## config.mk

```make
export PLATFORM = sky130hd
export DESIGN_NAME = serial_max_tracker
export DESIGN_NICKNAME = d
export VERILOG_FILES = /design/src/rtl/smax_pkg.sv /design/src/rtl/smax_seq.sv /design/src/rtl/smax_cmp.sv /design/src/rtl/smax_store.sv /design/src/rtl/serial_max_tracker.sv
export SDC_FILE = /design/constraint.sdc
export NUM_CORES = 1
export LEC_CHECK = 0
export ABC_AREA = 1
export CAP_MARGIN = 20
export CORE_AREA = 2 2 62 64
export DETAILED_ROUTE_END_ITERATION = 16
export DIE_AREA = 0 0 64 66
export PLACE_DENSITY_LB_ADDON = 0.25
export SLEW_MARGIN = 20
export SYNTH_ARGS = -nofsm -noshare
export SYNTH_HDL_FRONTEND = slang
export SYNTH_SLANG_ARGS = --single-unit
```

## constraint.sdc

```tcl
create_clock -name clk -period 3.9 [get_ports clk]
set_input_delay 0.585 -clock clk [delete_from_list [all_inputs] [get_ports clk]]
set_output_delay 0.585 -clock clk [all_outputs]
set_load 0.02 [all_outputs]
```

## src/rtl/smax_pkg.sv

```systemverilog
package smax_pkg;

    // Result of comparing the incoming word against the stored maximum so far
    typedef enum logic [1:0] {
        ORD_EQ = 2'd0,
        ORD_GT = 2'd1,
        ORD_LT = 2'd2
    } order_e;

    // Per-clock control produced by the sequencer
    typedef struct packed {
        logic take;      // a data bit is accepted on this edge
        logic word_end;  // that bit is the least significant bit of a word
        logic run_end;   // that word is the last one of the run
    } step_t;

    // One step of the bit-serial comparison: the first differing bit decides
    function automatic order_e order_step(order_e cur, logic in_b, logic ref_b);
        if (cur != ORD_EQ) return cur;
        if (in_b == ref_b) return ORD_EQ;
        return in_b ? ORD_GT : ORD_LT;
    endfunction

endpackage

```

## src/rtl/smax_seq.sv

```systemverilog
module smax_seq
    import smax_pkg::*;
#(
    parameter int WORD_W    = 8,
    parameter int NUM_WORDS = 16,
    localparam int BIT_W    = $clog2(WORD_W),
    localparam int IDX_W    = $clog2(NUM_WORDS)
) (
    input  logic             clk,
    input  logic             rst,
    input  logic             start_i,
    input  logic             bit_vld_i,
    output step_t            step_o,
    output logic [IDX_W-1:0] word_idx_o,
    output logic             done_o
);

    localparam logic [BIT_W-1:0] LAST_BIT  = BIT_W'(WORD_W - 1);
    localparam logic [IDX_W-1:0] LAST_WORD = IDX_W'(NUM_WORDS - 1);

    logic             busy_q;
    logic             done_q;
    logic [BIT_W-1:0] bit_cnt_q;
    logic [IDX_W-1:0] word_cnt_q;
    step_t            step;

    always_comb begin
        step.take     = busy_q & bit_vld_i & ~start_i;
        step.word_end = step.take & (bit_cnt_q == LAST_BIT);
        step.run_end  = step.word_end & (word_cnt_q == LAST_WORD);
    end

    always_ff @(posedge clk) begin
        if (rst) begin
            busy_q     <= 1'b0;
            done_q     <= 1'b0;
            bit_cnt_q  <= '0;
            word_cnt_q <= '0;
        end else if (start_i) begin
            busy_q     <= 1'b1;
            done_q     <= 1'b0;
            bit_cnt_q  <= '0;
            word_cnt_q <= '0;
        end else if (step.take) begin
            bit_cnt_q <= step.word_end ? '0 : bit_cnt_q + 1'b1;
            if (step.word_end)
                word_cnt_q <= step.run_end ? '0 : word_cnt_q + 1'b1;
            if (step.run_end) begin
                busy_q <= 1'b0;
                done_q <= 1'b1;
            end
        end
    end

    assign step_o     = step;
    assign word_idx_o = word_cnt_q;
    assign done_o     = done_q;

endmodule

```

## src/rtl/smax_cmp.sv

```systemverilog
module smax_cmp
    import smax_pkg::*;
(
    input  logic  clk,
    input  logic  rst,
    input  logic  clear_i,
    input  step_t step_i,
    input  logic  in_b,
    input  logic  ref_b,
    output logic  win_o
);

    order_e state_q;
    order_e state_d;

    assign state_d = order_step(state_q, in_b, ref_b);
    // Load only on strict greater: ties keep the earlier word
    assign win_o   = step_i.word_end & (state_d == ORD_GT);

    always_ff @(posedge clk) begin
        if (rst || clear_i)
            state_q <= ORD_EQ;
        else if (step_i.take)
            state_q <= step_i.word_end ? ORD_EQ : state_d;
    end

endmodule

```

## src/rtl/smax_store.sv

```systemverilog
module smax_store
    import smax_pkg::*;
#(
    parameter int WORD_W    = 8,
    parameter int NUM_WORDS = 16,
    localparam int IDX_W    = $clog2(NUM_WORDS)
) (
    input  logic              clk,
    input  logic              rst,
    input  logic              clear_i,
    input  step_t             step_i,
    input  logic              win_i,
    input  logic              in_b,
    input  logic [IDX_W-1:0]  word_idx_i,
    output logic              ref_b_o,
    output logic [WORD_W-1:0] max_o,
    output logic [IDX_W-1:0]  idx_o
);

    logic [WORD_W-2:0] shift_q;   // bits of the current word received so far
    logic [WORD_W-1:0] word_in;   // full word once the final bit is present
    logic [WORD_W-1:0] max_q;     // rotates during a word, realigned at its end
    logic [IDX_W-1:0]  idx_q;

    assign word_in = {shift_q, in_b};
    assign ref_b_o = max_q[WORD_W-1];

    always_ff @(posedge clk) begin
        if (rst || clear_i) begin
            shift_q <= '0;
            max_q   <= '0;
            idx_q   <= '0;
        end else if (step_i.take) begin
            shift_q <= word_in[WORD_W-2:0];
            if (win_i) begin
                max_q <= word_in;
                idx_q <= word_idx_i;
            end else begin
                max_q <= {max_q[WORD_W-2:0], max_q[WORD_W-1]};
            end
        end
    end

    assign max_o = max_q;
    assign idx_o = idx_q;

endmodule

```

## src/rtl/serial_max_tracker.sv

```systemverilog
module serial_max_tracker
    import smax_pkg::*;
#(
    parameter int WORD_W    = 8,
    parameter int NUM_WORDS = 16,
    localparam int IDX_W    = $clog2(NUM_WORDS)
) (
    input  logic              clk,
    input  logic              rst,
    input  logic              start_i,
    input  logic              bit_i,
    input  logic              bit_vld_i,
    output logic [WORD_W-1:0] max_o,
    output logic [IDX_W-1:0]  idx_o,
    output logic              done_o
);

    step_t            step;
    logic [IDX_W-1:0] word_idx;
    logic             ref_b;
    logic             win;

    smax_seq #(.WORD_W(WORD_W), .NUM_WORDS(NUM_WORDS)) u_seq (
        .clk        (clk),
        .rst        (rst),
        .start_i    (start_i),
        .bit_vld_i  (bit_vld_i),
        .step_o     (step),
        .word_idx_o (word_idx),
        .done_o     (done_o)
    );

    smax_cmp u_cmp (
        .clk     (clk),
        .rst     (rst),
        .clear_i (start_i),
        .step_i  (step),
        .in_b    (bit_i),
        .ref_b   (ref_b),
        .win_o   (win)
    );

    smax_store #(.WORD_W(WORD_W), .NUM_WORDS(NUM_WORDS)) u_store (
        .clk        (clk),
        .rst        (rst),
        .clear_i    (start_i),
        .step_i     (step),
        .win_i      (win),
        .in_b       (bit_i),
        .word_idx_i (word_idx),
        .ref_b_o    (ref_b),
        .max_o      (max_o),
        .idx_o      (idx_o)
    );

endmodule

```

==> impl_metrics.yaml, run 1 <==
critical_path:
  cp-end-kind: "flip-flop"
  worstSetupPathType: "in2reg"
  crit_path_start_kind: "primary input"
  critPathMaxFanout: 14
  cpMostUsedCell: "nand2_1"
  cp.arrival_ns: 2.31
  critical_path.max_stage_delay_ns: 0.56
  crit_slowest_cell: "clkdlybuf4s50_1"
  cp_cell_sequence: "clkdlybuf4s50_1 > inv_2 > nand2_1 > nand2_1 > nand2_1 > nand3_2 > nand2_1 > nand3_1 > nand2_1 > inv_1"
  critPathRequiredTime_ns: 4.14
sta:
  min_period_ns: 2.06
  fin_tns_setup_ns: 0
  fmax_ghz: 0.484
  drv_slew: 0
  hold_viol: 0
  relSlewSlack_pct: 69.3
  post-route-period-util_pct: 52.9
  fin_skew_ns: 0.00330
  setup_violations: 0
  rsz0062_at_grt: "false"
  worst_slew_pin_slew_ns: 0.460
  whs_ns: 0.459
synthesis:
  synth.distinct_cells: 25
  ys_async_sr_fraction_pct: 0
  syn_avg_cell_area_sq_um: 7.21
  yosysTopAreaCellShare_pct: 43.8
  ys_seq_elements: 30
  syn-num-nets: 198
  synthTopCellsByCount: "nand2_1 (38), dfxtp_1 (30), inv_1 (27)"
  yosysWarnings: 0
  synth_area_leader_cell: "dfxtp_1"
  synth_area_leaders: "dfxtp_1 (44%), nand2_1 (10%), nand3_1 (7.7%)"
  syn_area_sq_um: 1370
  synthCells: 190
  synth_edf_count: 0
  seq_area_frac_synth_pct: 43.8
  synth-main-ff-cell: "dfxtp_1"
  synth.most_common_cell: "nand2_1"
cells_and_area:
  fin_nets: 214
  syn_to_final_growth_pct: 17.5
  drive_gt1_share_pct: 8.70
  diodes: 0
  utilization_pct: 45.3
global_route:
  grt_overflow: 0
  first_global_vias: 1100
  grt_pass1_wl_mm: 4.99
  antenna_found_initial: 0
  grt_max_degree: 21
  track_usage_pct: 15.7
floorplanning:
  dieArea_sq_um: 4220
  core_region_area_sq_um: 3550
  ios: 18
  rows: 22
  die_w_um: 64
  fp.dieH_um: 66
  start_util_pct: 38.6
run:
  maxCapViolCount: 0
route:
  wl_mm: 2.79
  dr.pass1.iters: 4
  routedWlPerCell_um: 10.9
  vias: 1189
  drc: 0
  drtAntennaViolNets: 0
  drt_iter0_drc: 42
  viasPerCell: 4.66
pwr:
  powerDensity_nw_per_um2: 346
  ir_drop_mv: 0.203
  leakagePower_nw: 0.693
place:
  dp_hpwl_mm: 1.82
  place_congestion: 0.843
  io_buffers: 17
clock_tree:
  clk_latency_ns: 0.34
  cts_num_sinks: 30
  tritoncts: "yes"
  ctsResizeCount: 0
  clock-root-buffer: "clkbuf_4"
  cts_hold_buf: 0
  htree_num_levels: 2
  clockBufferDepth: 2
  numCtsBuffers: 5
  post_cts_buffers: 0
  clk_pin_slew_ns: 0.09
worst_hold_path:
  hp-class: "reg2reg"
run_status:
  run_status: "finished clean"
final timing paths:
| check | start | endpoint | slack (ns) | cells past startpoint |
|---|---|---|---|---|
| setup / recovery | bit_i | u_store.max_o[0] | 1.84 | 10 |
| setup reg to reg | u_cmp.state_q[1] | u_store.max_o[0] | 2.22 | 8 |
| hold / removal | u_seq.done_o | u_seq.done_o | 0.46 | 2 |
| hold reg to reg | u_seq.done_o | u_seq.done_o | 0.46 | 2 |
stage by stage:
stage               worst slack [ns]  cells  area, sq um  power (mW)
global route                    1.66    255         1610       0.586
global placement                1.48    247         1550       0.367
floorplan                       2.48    190         1370       0.351
finish                          1.84    255         1610       0.557
detailed placement              1.47    247         1550       0.366
CTS                             1.82    255         1610       0.563
cell type report:
cell class / instances / area (sq um)
Clock inverter: 1 / 5.00
Multi-Input combinational cell: 122 / 603
Timing Repair Buffer: 18 / 178
Clock buffer: 7 / 55.1
Tap cell: 48 / 60.1
Inverter: 29 / 109
Fill cell: 356 / 1940
Sequential cell: 30 / 601
cells by family (layout without fill, tap and decap cells):
logic type / after synthesis / in the layout / synth area share [%]
AO/OA/AOI/OAI: 34 / 34 / 12.8
adder cells (fa/ha/maj): 3 / 3 / 2.74
buffers and inverters: 38 / 55 / 12.1
flip-flops: 30 / 30 / 43.8
AND/OR/NAND/NOR: 85 / 85 / 28.5
critical path, delay by kind of cell:
kind | cells | cell delay (ns)
simple gates | 7 | 1.06
buf+inv | 3 | 0.65
cell usage in the layout, fill, tap and decap left out, drive strengths merged:
cell            n
or2             2
nor3            2
clkdlybuf4s50  17
a211oi          1
o21ai          17
nor2           17
clkbuf          7
clkinv          1
buf             1
nand2          40
ha              3
nand3          23
o22ai           2
a21oi          14
inv            29
dfxtp          30
nand4           1
where the power goes:
| group | internal (mW) | switching (mW) | leakage, nW |
|---|---|---|---|
| combinational | 0.0167 | 0.0261 | 0.415 |
| clock | 0.0872 | 0.111 | 0.0353 |
| sequential | 0.312 | 0.00453 | 0.243 |
| total | 0.416 | 0.142 | 0.693 |
metal layers:
metal	GRT usage [%]	vias to the layer above	wire (um)
met3	4.60	7	123
met5	0	-	0
met2	22.5	22	1160
li1	-	640	-
met1	20.7	520	1430
met4	8.97	0	76
state kept, by name, indices dropped and copies added (netlist names):
signal,cells
u_seq.busy_q,1
u_seq.word_idx_o,4
u_store.max_o,8
u_cmp.state_q,2
u_store.shift_q,7
u_seq.done_o,1
u_seq.bit_cnt_q,3
u_store.idx_o,4
(Power assumes the default switching activity.)
==> run 2, diff against run 1 <==
clock period = 1.7 ns   (was 3.9 ns; I/O delays follow)
==> run 2 against run 1 <==
  * Count of clock-buffer cells in the layout unchanged
  * Global-route usage decreased by 0.13 points
  * Register-to-register slack got worse by 2.0 ns
  * Cell area is 4.0% higher
  * Non-clock buffer count up 6
  * Setup slack got worse by 1.8 ns
  * Wire length decreased by 0.39%
  * Critical endpoint is now max_o[7]
  * Via count up 2.7%
==> impl_metrics.yaml, run 2 (synthesis results as in run 1) <==
floorplanning:
  ios: 18
  start_util_pct: 38.6
  core_region_area_sq_um: 3550
  rows: 22
  dieArea_sq_um: 4220
  die_w_um: 64
  fp.dieH_um: 66
critical_path:
  cp-end-kind: "output pin"
  critPathMaxFanout: 6
  critPathTopFamily: "buffers and inverters"
  cp_cell_sequence: "clkdlybuf4s50_1"
  worstSetupPathType: "reg2out"
  critPathRequiredTime_ns: 1.44
  crit_path_start_kind: "flip-flop"
  path_buf_inv: 1
  crit_slowest_cell: "clkdlybuf4s50_1"
  cp.arrival_ns: 1.38
  critical_path.max_stage_delay_ns: 0.64
place:
  place_area_sq_um: 1610
  place_congestion: 0.784
  dpl_worst_slack_ns: -0.0259
  dp_hpwl_mm: 1.88
  io_buffers: 17
  placed_cells_incl_taps: 253
sta:
  min_period_ns: 1.64
  rsz0062_at_grt: "false"
  setup_ws_ns: 0.0611
  fmax_ghz: 0.610
  drv_slew: 0
  hold_viol: 0
  post-route-period-util_pct: 96.4
  fin_skew_ns: 0.00986
  setup_violations: 0
  worst_slew_pin_slew_ns: 0.290
  relSlewSlack_pct: 80.6
clock_tree:
  cts_num_sinks: 30
  clk_latency_ns: 0.34
  tritoncts: "yes"
  numCtsBuffers: 5
  post_cts_buffers: 0
  htree_num_levels: 2
  clock-root-buffer: "clkbuf_4"
  clk_pin_slew_ns: 0.09
  clockBufferDepth: 2
pwr:
  finalPower_mw: 1.28
  ir_drop_mv: 0.381
  powerDensity_nw_per_um2: 765
  leakagePower_nw: 0.726
run_status:
  run_status: "finished clean"
cells_and_area:
  final_common_cell: "nand2_1"
  syn_to_final_growth_pct: 22.3
  drive_gt1_share_pct: 11.3
  final_cell_area_sq_um: 1680
  fin_nets: 220
  largest_reg_flops: 8
  diodes: 0
  fin_cells: 261
  final_cell_mix: "nand2_1 (38), dfxtp_1 (30), inv_1 (27)"
route:
  dr.pass1.iters: 4
  drtAntennaViolNets: 0
  routedWlPerCell_um: 10.6
  viasPerCell: 4.68
  drt_iter0_drc: 54
  wl_mm: 2.78
  vias: 1221
  drc: 0
global_route:
  grt_overflow: 0
  first_global_vias: 1078
  track_usage_pct: 15.5
  grt_pass1_wl_mm: 4.97
  antenna_found_initial: 0
  grt_max_degree: 20
run:
  maxCapViolCount: 0
worst_hold_path:
  hp-class: "reg2reg"
==> run 2: power by group <==
group	switching, mW	internal, mW	total (mW)
Sequential	0.0106	0.716	0.727
Clock	0.246	0.200	0.446
Combinational	0.0625	0.0458	0.108
Total	0.319	0.962	1.28
==> run 2: stage by stage <==
step / hold WS, ns / setup TNS, ns / utilization [%]
4_1_cts: 0.456 / 0 / 47.0
3_5_place_dp: 0.442 / -0.0763 / 45.3
6_report: 0.453 / 0 / 47.2
3_3_place_gp: 0.441 / 0 / 45.3
2_1_floorplan: 0.324 / 0 / -
5_1_grt: 0.483 / 0 / 47.2
==> run 2: per-layer routing <==
metal | GRT usage (%) | wire length, um
met2 | 23.7 | 1200
met1 | 19.7 | 1410
met5 | 0 | 0
met4 | 6.52 | 47
met3 | 5.62 | 117
==> run 2: path summary, 6_finish.rpt <==
path / from / to / slack [ns] / cells past startpoint
worst min register to register: u_seq.done_o / u_seq.done_o / 0.45 / 2
worst max register to register: u_seq.bit_cnt_q[0] / u_seq.word_idx_o[3] / 0.22 / 8
worst min-delay path: u_seq.done_o / u_seq.done_o / 0.45 / 2
worst max-delay path: u_store.max_o[7] / max_o[7] / 0.06 / 1
==> run 2: timing repair <==
item                       CTS  global route
setup endpoints to repair    0             2
resized for setup            0             1
hold endpoints to repair     0             0
hold buffers                 0             0
==> run 2: layout make-up <==
cell class / instances / area (sq um)
Clock buffer: 7 / 55.1
Timing Repair Buffer: 24 / 235
Multi-Input combinational cell: 122 / 611
Tap cell: 48 / 60.1
Sequential cell: 30 / 601
Fill cell: 364 / 1880
Inverter: 29 / 109
Clock inverter: 1 / 5.00
